[src/rtl/err_rpt_pkg.sv]
package err_rpt_pkg;
  parameter int unsigned SYN_W  = 32;
  parameter int unsigned LOC_W  = 31;
  parameter int unsigned KIND_W = 4;
  localparam int unsigned RPT_W = SYN_W + LOC_W + KIND_W;

  localparam logic [KIND_W-1:0] K_NONE   = KIND_W'(0);
  localparam logic [KIND_W-1:0] K_SINGLE = KIND_W'(1);
  localparam logic [KIND_W-1:0] K_DOUBLE = KIND_W'(2);

  typedef struct packed {
    logic [KIND_W-1:0] kind;
    logic [LOC_W-1:0]  loc;
    logic [SYN_W-1:0]  syn;
  } rpt_t;
endpackage

[src/rtl/err_msg_reg.sv]
module err_msg_reg
  import err_rpt_pkg::*;
(
  input  logic              clk_i,
  input  logic              rst_ni,
  input  logic              valid_i,
  input  logic [SYN_W-1:0]  syn_i,
  input  logic [KIND_W-1:0] kind_i,
  input  logic [LOC_W-1:0]  loc_i,
  output rpt_t              msg_o,
  output logic              flag_o
);
  rpt_t             msg_q;
  logic [LOC_W-1:0] loc_fix;

  always_comb begin
    if (kind_i == K_SINGLE || kind_i == K_DOUBLE) loc_fix = loc_i;
    else if (kind_i == K_NONE)                    loc_fix = '0;
    else                                          loc_fix = '1;
  end

  always_ff @(posedge clk_i or negedge rst_ni) begin
    if (!rst_ni)      msg_q <= '0;
    else if (valid_i) msg_q <= '{kind: kind_i, loc: loc_fix, syn: syn_i};
  end

  assign msg_o  = msg_q;
  assign flag_o = |msg_q.syn;

  p_loc_unknown_r2: assert property (@(posedge clk_i) disable iff (!rst_ni)
    (msg_q.kind > K_DOUBLE) |-> (&msg_q.loc));
  p_flag_src_r1: assert property (@(posedge clk_i) disable iff (!rst_ni)
    $rose(flag_o) |-> $past(valid_i));
endmodule

[src/rtl/err_stage_ctl.sv]
module err_stage_ctl
  import err_rpt_pkg::*;
(
  input  logic clk_i,
  input  logic rst_ni,
  input  logic valid_i,
  input  rpt_t msg_i,
  input  logic capture_i,
  output rpt_t stage_o,
  output logic cap_en_o
);
  rpt_t stage_q;
  logic pend_q, cap_en_q;
  logic block, stage_we;

  // staging frozen from the request edge through the chain's load edge
  assign block    = capture_i | cap_en_q;
  assign stage_we = pend_q & ~block;

  always_ff @(posedge clk_i or negedge rst_ni) begin
    if (!rst_ni) begin
      stage_q  <= '0;
      pend_q   <= 1'b0;
      cap_en_q <= 1'b0;
    end else begin
      cap_en_q <= capture_i & ~cap_en_q;
      if (stage_we) stage_q <= msg_i;
      if (valid_i)       pend_q <= 1'b1;
      else if (stage_we) pend_q <= 1'b0;
    end
  end

  assign stage_o  = stage_q;
  assign cap_en_o = cap_en_q;

  p_frozen_r5: assert property (@(posedge clk_i) disable iff (!rst_ni)
    cap_en_q |=> $stable(stage_q));
  p_lag_r3: assert property (@(posedge clk_i) disable iff (!rst_ni)
    (pend_q && !capture_i && !cap_en_q) |=> (stage_q == $past(msg_i)));
endmodule

[src/rtl/err_shift_chain.sv]
module err_shift_chain
  import err_rpt_pkg::*;
(
  input  logic             clk_i,
  input  logic             rst_ni,
  input  logic             load_i,
  input  logic [RPT_W-1:0] par_i,
  input  logic             shift_i,
  output logic             tdo_o
);
  logic [RPT_W-1:0] sh_q;

  always_ff @(posedge clk_i or negedge rst_ni) begin
    if (!rst_ni)      sh_q <= '0;
    else if (load_i)  sh_q <= par_i;
    else if (shift_i) sh_q <= {1'b0, sh_q[RPT_W-1:1]};
  end

  assign tdo_o = sh_q[0];

  p_load_r4: assert property (@(posedge clk_i) disable iff (!rst_ni)
    load_i |=> (sh_q == $past(par_i)));
  p_hold_r7: assert property (@(posedge clk_i) disable iff (!rst_ni)
    (!load_i && !shift_i) |=> $stable(sh_q));
endmodule

[src/rtl/err_rpt_top.sv]
module err_rpt_top
  import err_rpt_pkg::*;
(
  input  logic              clk_i,
  input  logic              rst_ni,
  input  logic              valid_i,
  input  logic [SYN_W-1:0]  syndrome_i,
  input  logic [KIND_W-1:0] kind_i,
  input  logic [LOC_W-1:0]  loc_i,
  input  logic              capture_i,
  input  logic              shift_i,
  output logic              err_flag_o,
  output logic              tdo_o,
  output logic [RPT_W-1:0]  user_rpt_o
);
  rpt_t msg, stage;
  logic cap_en;

  err_msg_reg u_msg (
    .clk_i, .rst_ni, .valid_i,
    .syn_i(syndrome_i), .kind_i, .loc_i,
    .msg_o(msg), .flag_o(err_flag_o)
  );

  err_stage_ctl u_stage (
    .clk_i, .rst_ni, .valid_i,
    .msg_i(msg), .capture_i,
    .stage_o(stage), .cap_en_o(cap_en)
  );

  err_shift_chain u_chain (
    .clk_i, .rst_ni,
    .load_i(cap_en), .par_i(stage), .shift_i,
    .tdo_o
  );

  assign user_rpt_o = stage;

  p_user_match_r3: assert property (@(posedge clk_i) disable iff (!rst_ni)
    cap_en |=> $stable(user_rpt_o));
endmodule

[config.mk]
export PLATFORM = sky130hd
export DESIGN_NAME = err_rpt_top
export DESIGN_NICKNAME = d
export VERILOG_FILES = /design/src/rtl/err_rpt_pkg.sv /design/src/rtl/err_msg_reg.sv /design/src/rtl/err_stage_ctl.sv /design/src/rtl/err_shift_chain.sv /design/src/rtl/err_rpt_top.sv
export SDC_FILE = /design/constraint.sdc
export NUM_CORES = 1
export LEC_CHECK = 0
export ABC_AREA = 1
export BUFFER_PORTS_ARGS = -buffer_cell sky130_fd_sc_hd__buf_2
export CAP_MARGIN = 20
export CORE_MARGIN = 10
export CORE_UTILIZATION = 56
export CTS_BUF_LIST = sky130_fd_sc_hd__clkbuf_8 sky130_fd_sc_hd__clkbuf_16
export CTS_CLUSTER_DIAMETER = 100
export DETAILED_ROUTE_END_ITERATION = 10
export PLACE_DENSITY = 0.79
export SLEW_MARGIN = 20
export SYNTH_ARGS = -nofsm -noshare
export SYNTH_HDL_FRONTEND = slang
export SYNTH_SLANG_ARGS = --single-unit
[constraint.sdc]
create_clock -name clk_i -period 1.5 [get_ports clk_i]
set_input_delay 0.45 -clock clk_i [delete_from_list [all_inputs] [get_ports clk_i]]
set_output_delay 0.45 -clock clk_i [all_outputs]
set_load 0.01 [all_outputs]
==> impl_metrics.yaml, run 1 <==
timing:
  slew_headroom_pct: 72.4
  rsz0062_at_grt: "true"
  holdWs_ns: 0.175
  tightest_slew_ns: 0.414
  fmax_ghz: 0.504
  finalWorstSetupSlack_ns: -0.485
  timing_hold_violations_final: 0
  finalCritPeriodShare_pct: 132
  setup_viol: 1
  drv_slew: 0
  fin_setup_tns_ns: -0.485
  finClkSkew_ns: 0.00932
  layout_min_cycle_time_ns: 1.98
die:
  dieHeight_um: 144
  fp-row-count: 45
  pin_count: 141
  dieArea_um2: 20700
  core_um2: 15100
  die_w_um: 144
  initial_utilization_pct: 56.9
route:
  ant_nets: 0
  viasPerCell: 5.31
  dr_total_vias: 7037
  wl_um: 21400
  drc: 0
  firstDrtPassIters: 7
  wl_per_cell_um: 16.2
  dr.first_iter.drc_count: 562
grt:
  grt_pass1_wl_um: 33800
  grt_pass1_vias: 6878
  grt-ovfl-total: 0
  antenna_found_initial: 2
  grt_max_degree: 97
  grt.total_usage_pct: 19.9
cts:
  clk_latency_ns: 0.48
  cts_sinks: 203
  numCtsBuffers: 21
  clkTransAtPathRegs_ns: 0.06
  cts_root_buf: "clkbuf_16"
  clockBufferDepth: 3
  cts_tree: "built"
  h-tree-depth: 1
min_path:
  min_from: "syndrome_i[1]"
  hold_class: "in -> reg"
pwr:
  p_leak_nw: 5.65
  peakVddDrop_mv: 0.766
  finalPower_mw: 14.9
  power.density_nw_per_um2: 1360
flow_run:
  max_cap_viol_count: 0
synth:
  yosys.area.top_type: "dfrtp_1"
  netlist_instances: 907
  synth_top_area_share_pct: 59.1
  yosys_register_bits: 203
  postSynth.asyncResetShare_pct: 100
  syn_area_um2: 8590
  syn_avg_cell_area_um2: 9.47
  synth_flop_cell: "dfrtp_1"
  synth.most_common_cell: "dfrtp_1"
  yosys_warnings: 0
  yosys-top-cells-area: "dfrtp_1 (59%), nand2_1 (6.7%), o22ai_2 (5.1%)"
  yosysUniqueCellTypes: 23
  synth_enable_flop_cells: 0
  seq_area_frac_synth_pct: 59.1
  synth_fp_nets: 979
  synth_commonest_cells: "dfrtp_1 (203), nand2_1 (154), nor2_1 (110)"
outcome:
  violations: "setup timing"
  outcome: "complete, but fails checks"
critical_path:
  cp-start-kind: "flop"
  crit_path_end_kind: "output port"
  r2r_start: "u_stage.cap_en_o"
  worstPathMaxFanout: 2
  required_ns: 1.05
  crit_start: "u_msg.msg_o[29]"
  arrival_ns: 1.53
  worstSetupPathType: "reg -> out"
layout:
  fin_util_pct: 72.8
  final_cells: 1325
  fill_cells: 1058
  area_delta_synth_final_pct: 27.8
  seqCellArea_um2: 5080
  postLayoutCellArea_um2: 11000
  multiInputGateArea_um2: 2780
  drive_gt1_share_pct: 30.5
  nets: 1196
placement:
  placed_area_um2: 9740
  io_buffers: 140
  gp_congestion: 0.801
  dp_slack_ns: 0.0268
  dp_hpwl_um: 13700
  place_inst: 1216
[what timing repair did]
| item | CTS | global route |
|---|---|---|
| gates resized for setup | 3 | 18 |
| setup endpoints to repair | 22 | 56 |
| pin swaps | 2 | 6 |
| hold buffers | 1 | 0 |
| setup buffers | 21 | 51 |
| hold endpoints to repair | 31 | 0 |
[state kept, by name, indices dropped and copies added (netlist names)]
register / count
u_chain.sh_q: 67
u_stage.cap_en_o: 1
u_stage.pend_q: 1
u_msg.msg_o: 67
u_stage.stage_o: 67
[power breakdown]
group          internal (mW)  total [mW]  switching [mW]
clock                   2.80        4.83            2.03
sequential              6.30        6.74           0.436
combinational           1.57        3.36            1.79
[layout make-up]
type / instances / area share (%)
diodes: 1 / 0.0228
clock buffers: 23 / 5.04
clock inverters: 12 / 0.718
inverters: 107 / 3.66
multi-input cells: 537 / 25.3
flip-flops and latches: 203 / 46.3
well taps: 188 / 2.14
repair buffers: 254 / 16.8
[routing by layer]
metal  wire length [um]  GRT usage (%)  up-vias
li1                   -              -     3366
met1               9050           25.0     3430
met2              10900           33.6      201
met3               1080           4.03       38
met4                445           6.82        2
met5                  7              0        -
[worst max-delay path, cell delays in order, from the launching register on]
cell and delay, ns:
dfrtp_1 0.37, nor2_1 0.12, nand4_1 0.15, nor2_2 0.19
nand2_1 0.08, buf_2 0.15
[path summary, 6_finish.rpt]
check | slack, ns | cells past startpoint | endpoint
worst min register to register | 0.51 | 2 | u_chain.sh_q[66]
worst min-delay path | 0.17 | 3 | u_msg.msg_o[1]
worst max register to register | 0.05 | 4 | u_chain.sh_q[5]
worst max-delay path | -0.48 | 5 | err_flag_o
max in group asynchronous | 0.49 | 3 | u_msg.msg_o[45]
min in group asynchronous | 0.49 | 2 | u_msg.msg_o[6]
[kinds of logic after synthesis]
logic type / after synthesis / synth area share, %
AOI/OAI and AO/OA: 268 / 20.2
buffers and inverters: 167 / 8.68
DFF: 203 / 59.1
and+or+nand+nor: 269 / 11.9
[cells in the final DEF (no fill, tap or decap)]
| cell | count |
|---|---|
| a21oi_1 | 62 |
| a21oi_2 | 1 |
| a22oi_1 | 31 |
| buf_12 | 18 |
| buf_2 | 131 |
| buf_4 | 94 |
| buf_6 | 9 |
| bufinv_16 | 1 |
| clkbuf_16 | 21 |
| clkbuf_8 | 3 |
| clkinv_1 | 1 |
| clkinv_2 | 6 |
| dfrtp_1 | 202 |
| dfrtp_4 | 1 |
| diode_2 | 1 |
| dlygate4sd3_1 | 1 |
| inv_1 | 102 |
| inv_2 | 9 |
| nand2_1 | 154 |
| nand3_4 | 1 |
| nand4_1 | 1 |
| nor2_1 | 108 |
| nor2_2 | 3 |
| o21a_1 | 1 |
| o21ai_0 | 57 |
| o21ai_1 | 68 |
| o21ai_2 | 13 |
| o22ai_2 | 35 |
| or2_1 | 1 |
| or2_4 | 1 |
(Power assumes the default switching activity.)
==> inputs of run 2 (changes only) <==
--- a/config.mk
+++ b/config.mk
@@ -17,4 +17,5 @@
 export SLEW_MARGIN = 20
 export SYNTH_ARGS = -nofsm -noshare
 export SYNTH_HDL_FRONTEND = slang
+export SYNTH_HIERARCHICAL = 1
 export SYNTH_SLANG_ARGS = --single-unit
==> impl_metrics.yaml, run 2 <==
placement:
  gp_congestion: 0.844
  placed_area_um2: 9470
  dp_hpwl_um: 14200
  io_buffers: 140
die:
  dieArea_um2: 20600
  pin_count: 141
  initial_utilization_pct: 56.6
  core_um2: 15100
  dieHeight_um: 143
  fp-row-count: 45
  die_w_um: 143
timing:
  rsz0062_at_grt: "true"
  finalCritPeriodShare_pct: 133
  finalWorstSetupSlack_ns: -0.491
  drv_slew: 0
  finClkSkew_ns: 0.00623
  holdWs_ns: 0.146
  slew_headroom_pct: 60.7
  tightest_slew_ns: 0.590
  fmax_ghz: 0.502
  timing_hold_violations_final: 0
  layout_min_cycle_time_ns: 1.99
  setup_viol: 6
synth:
  seq_area_frac_synth_pct: 59.5
  synth_top_area_share_pct: 59.5
  synth_fp_nets: 1054
  syn_area_um2: 8540
  synth_enable_flop_cells: 0
  synth.most_common_cell: "nand2_1"
  netlist_instances: 982
  yosys.area.top_type: "dfrtp_1"
  yosys-top-cells-area: "dfrtp_1 (59%), nand2_1 (16%), nand3_1 (12%)"
  yosys_register_bits: 203
  yosys_warnings: 6
  syn_avg_cell_area_um2: 8.70
  synth_commonest_cells: "nand2_1 (374), dfrtp_1 (203), nand3_1 (199)"
  synth_flop_cell: "dfrtp_1"
  postSynth.asyncResetShare_pct: 100
  yosysUniqueCellTypes: 20
critical_path:
  cp_cell_sequence: "inv_1 > nand2_1 > nor2_1 > nand2_1 > nor2_2 > nand2_1 > buf_6"
  arrival_ns: 1.54
  slowest_stage: "dfrtp_1"
  worstPathMaxFanout: 2
  worst_path_most_repeated_cell: "nand2_1"
  max_stage_delay_ns: 0.38
  path_delay_family: "simple AND/OR/NAND/NOR gates"
  crit_buf_inv: 2
  required_ns: 1.05
  cp-start-kind: "flop"
  worstSetupPathType: "reg -> out"
  crit_path_end_kind: "output port"
grt:
  grt-ovfl-total: 0
  grt_max_degree: 53
  grt_pass1_wl_um: 35700
  antenna_found_initial: 0
  grt_use_met3_pct: 3.63
  met2_usage_pct: 33.8
  met1_usage_pct: 29.1
  grt.total_usage_pct: 21.2
  busiest_layer: "met2"
  grt_pass1_vias: 7120
pwr:
  power.density_nw_per_um2: 1400
  p_leak_nw: 5.77
  peakVddDrop_mv: 0.746
route:
  dr_total_vias: 7443
  firstDrtPassIters: 5
  dr.first_iter.drc_count: 521
  drc: 0
  wl_um: 22400
  viasPerCell: 5.34
  wl_per_cell_um: 16.1
  ant_nets: 0
outcome:
  violations: "setup timing"
  outcome: "complete, but fails checks"
flow_run:
  max_cap_viol_count: 0
cts:
  h-tree-depth: 1
  cts_sinks: 203
  clockBufferDepth: 3
  cts_root_buf: "clkbuf_16"
  clk_latency_ns: 0.50
  clkTransAtPathRegs_ns: 0.06
  numCtsBuffers: 22
  cts_tree: "built"
min_path:
  hold_class: "in -> reg"
layout:
  area_delta_synth_final_pct: 29.1
  drive_gt1_share_pct: 26.1
  final_cell_mix: "nand2_1 (373), dfrtp_1 (201), nand3_1 (199)"
  layout_commonest_cell: "nand2_1"
  nets: 1262
  diodes: 0
  postLayoutCellArea_um2: 11000
==> run 2: cell count changes after synthesis, sizes merged, moves of 4 or more <==
cell    change
nor2       -64
nand3     +198
clkbuf      +5
inv        -77
a22oi      -31
o22ai      -35
nand2     +220
buf         +4
a21oi      -32
o21ai     -113
==> run 2: worst register-to-register path, delay by kind of cell, from the launching register on <==
family,cells,cell delay (ns)
flip-flops,1,0.47
buffers and inverters,1,0.32
AND/OR/NAND/NOR,3,0.41
==> run 2: per-layer routing <==
metal / up-vias / wire, um
li1: 3580 / -
met4: 0 / 480
met1: 3560 / 9550
met5: - / 0
met2: 265 / 10800
met3: 38 / 1500
==> run 2: repair_timing <==
| item | in CTS | in global routing |
|---|---|---|
| gates resized for setup | 3 | 36 |
| hold endpoints to repair | 22 | 0 |
| pin swaps | 4 | 8 |
| setup endpoints to repair | 61 | 63 |
| hold buffers | 1 | 0 |
| buffers inserted | 56 | 30 |
==> run 2: path summary, 6_finish.rpt <==
| path | startpoint | endpoint | slack, ns | cells past startpoint |
|---|---|---|---|---|
| worst max-delay path | u_msg/msg_o[22] | err_flag_o | -0.49 | 7 |
| worst min-delay path | syndrome_i[24] | u_msg/msg_o[24] | 0.15 | 3 |
| worst max register to register | u_stage/cap_en_o | u_stage/stage_o[30] | 0.23 | 4 |
| worst min register to register | u_chain/sh_q[0] | u_chain/sh_q[0] | 0.47 | 2 |
| max in group asynchronous | rst_ni | u_chain/sh_q[4] | 0.58 | 3 |
| min in group asynchronous | rst_ni | u_stage/stage_o[18] | 0.42 | 2 |
==> run 2: final cells by class <==
| type | count | area, um2 |
|---|---|---|
| Sequential cell | 203 | 5080 |
| Fill cell | 1104 | 4060 |
| Multi-Input combinational cell | 681 | 2970 |
| Clock inverter | 13 | 108 |
| Tap cell | 188 | 235 |
| Inverter | 29 | 109 |
| Timing Repair Buffer | 253 | 1890 |
| Clock buffer | 27 | 631 |
==> run 2: power breakdown <==
part / switching (mW) / internal, mW
clock: 2.11 / 3.30
sequential: 0.576 / 6.34
combinational: 1.60 / 1.51
==> run 2: kinds of logic (layout without fill, tap and decap cells) <==
| logic type | after synthesis | after routing | share of synthesized area, % |
|---|---|---|---|
| and+or+nand+nor | 623 | 623 | 30.8 |
| DFF | 203 | 203 | 59.5 |
| buffers and inverters | 98 | 322 | 5.85 |
| AOI/OAI and AO/OA | 58 | 58 | 3.90 |
==> run 2: metrics by stage <==
stage / std cells / power (mW) / setup WS, ns / setup TNS (ns) / util, %
floorplan: 982 / 8.22 / 0.191 / 0 / -
global placement: 1267 / 9.19 / 0.0353 / 0 / 62.8
detailed placement: 1267 / 9.30 / 0.00324 / 0 / 62.8
CTS: 1364 / 15.1 / -0.471 / -0.664 / 70.6
global route: 1394 / 16.2 / -0.576 / -1.33 / 73.1
finish: 1394 / 15.4 / -0.491 / -0.505 / 73.1
==> inputs of run 3 (changes only) <==
--- a/config.mk
+++ b/config.mk
@@ -8,7 +8,7 @@
 export ABC_AREA = 1
 export BUFFER_PORTS_ARGS = -buffer_cell sky130_fd_sc_hd__buf_2
 export CAP_MARGIN = 20
-export CORE_MARGIN = 10
+export CORE_MARGIN = 3
 export CORE_UTILIZATION = 56
 export CTS_BUF_LIST = sky130_fd_sc_hd__clkbuf_8 sky130_fd_sc_hd__clkbuf_16
 export CTS_CLUSTER_DIAMETER = 100
@@ -17,5 +17,4 @@
 export SLEW_MARGIN = 20
 export SYNTH_ARGS = -nofsm -noshare
 export SYNTH_HDL_FRONTEND = slang
-export SYNTH_HIERARCHICAL = 1
 export SYNTH_SLANG_ARGS = --single-unit
==> constraint.sdc (replaced) <==
create_clock -name clk_i -period 1.5 [get_ports clk_i]
set_input_delay 0 -clock clk_i [delete_from_list [all_inputs] [get_ports clk_i]]
set_output_delay 0 -clock clk_i [all_outputs]
set_load 0.01 [all_outputs]
==> impl_metrics.yaml, run 3 (synthesized netlist as in run 1, its figures left out) <==
cts:
  clockBufferDepth: 3
  clk_latency_ns: 0.48
  numCtsBuffers: 21
  postCtsSetupBuffers: 0
  h-tree-depth: 1
  cts_root_buf: "clkbuf_16"
  clkTransAtPathRegs_ns: 0.06
  cts_sinks: 203
  cts_tree: "built"
route:
  dr.first_iter.drc_count: 369
  wl_per_cell_um: 15.5
  firstDrtPassIters: 4
  viasPerCell: 5.35
  dr_total_vias: 6952
  ant_nets: 0
  wl_um: 20100
  drc: 0
critical_path:
  max_stage_delay_ns: 0.39
  worstPathMaxFanout: 2
  arrival_ns: 1.57
  required_ns: 1.50
  cp_cell_sequence: "nor2_2 > nand4_1 > nor2_2 > nand2_1 > buf_2"
  worst_path_most_repeated_cell: "nor2_2"
  cp-start-kind: "flop"
  crit_path_end_kind: "output port"
  slowest_stage: "dfrtp_1"
  worstSetupPathType: "reg -> out"
placement:
  dp_hpwl_um: 12600
  io_buffers: 140
  place_inst: 1193
  gp_congestion: 0.801
  dp_slack_ns: 0.149
timing:
  layout_min_cycle_time_ns: 1.57
  timing_hold_violations_final: 0
  drv_slew: 0
  finClkSkew_ns: 0.00710
  fmax_ghz: 0.636
  rsz0062_at_grt: "true"
  finalCritPeriodShare_pct: 105
  setup_viol: 1
  tightest_slew_ns: 0.633
  slew_headroom_pct: 57.7
  finalWorstSetupSlack_ns: -0.0721
grt:
  grt_max_degree: 79
  grt_pass1_wl_um: 33400
  antenna_found_initial: 0
  grt.total_usage_pct: 24.6
  grt-ovfl-total: 0
  grt_pass1_vias: 7003
layout:
  diodes: 0
  nets: 1177
  final_cell_mix: "dfrtp_1 (202), nand2_1 (154), buf_2 (139)"
  area_delta_synth_final_pct: 26.3
  final_cells: 1300
  layout_commonest_cell: "dfrtp_1"
  drive_gt1_share_pct: 23.0
flow_run:
  max_cap_viol_count: 0
die:
  initial_utilization_pct: 58.2
  dieHeight_um: 130
  dieArea_um2: 16900
  fp-row-count: 44
  core_um2: 14800
  pin_count: 141
  die_w_um: 130
min_path:
  hold_class: "in -> async"
outcome:
  outcome: "complete, but fails checks"
  violations: "setup timing"
pwr:
  power.density_nw_per_um2: 1330
  p_leak_nw: 5.44
  peakVddDrop_mv: 0.835
## run 3: per-layer routing
metal	part of all wire [%]	vias up	GRT usage [%]
met4	2.7	0	8.13
met2	51	174	42.6
li1	-	3328	-
met1	42	3404	32.3
met3	4.0	46	3.19
met5	0	-	0
## run 3: worst paths after layout
check	startpoint	to	slack [ns]	cells after the start
worst min register to register	u_msg.msg_o[66]	u_msg.msg_o[66]	0.49	1
max in group asynchronous	rst_ni	u_stage.cap_en_o	0.83	3
worst max-delay path	u_msg.msg_o[30]	err_flag_o	-0.07	5
min in group clk_i	shift_i	u_chain.sh_q[44]	0.13	5
worst max register to register	u_stage.cap_en_o	u_chain.sh_q[57]	0.14	4
worst min-delay path	rst_ni	u_msg.msg_o[8]	0.06	2
## run 3: timing repair
item,in CTS,in global routing
hold buffers,73,0
setup endpoints to repair,1,1
gates resized for setup,2,8
pin swaps,1,7
hold endpoints to repair,272,0
## run 3: stage by stage
stage	power [mW]	hold slack (ns)	cell area, um2	setup TNS [ns]	util (%)
2_1_floorplan	8.41	-0.296	8590	0	-
3_3_place_gp	9.31	0.00776	9460	0	64.1
3_5_place_dp	9.44	0.00929	9460	0	64.1
4_1_cts	14.5	0.0622	10800	-0.0570	73.5
5_1_grt	15.2	0.0896	10900	-0.112	73.5
6_report	14.4	0.0553	10900	-0.0721	73.5
## run 3: area by class of cell
type                    count  area [um2]
fillers                  1066        3900
clock buffers              25         581
inverters                 107         402
multi-input cells         537        2780
well taps                 184         230
repair buffers            235        1710
flip-flops and latches    203        5080
clock inverters             9        68.8
## run 3: power breakdown
| part | total, mW | internal, mW | switching, mW |
|---|---|---|---|
| clock | 4.93 | 2.90 | 2.03 |
| sequential | 6.83 | 6.30 | 0.531 |
| combinational | 2.67 | 1.14 | 1.54 |
| total | 14.4 | 10.3 | 4.10 |
## run 3: critical path: cells and delay by family, from the launching register on
kind / cells / cell delay, ns
buffers and inverters: 1 / 0.14
AND/OR/NAND/NOR: 4 / 0.57
flip-flops: 1 / 0.39
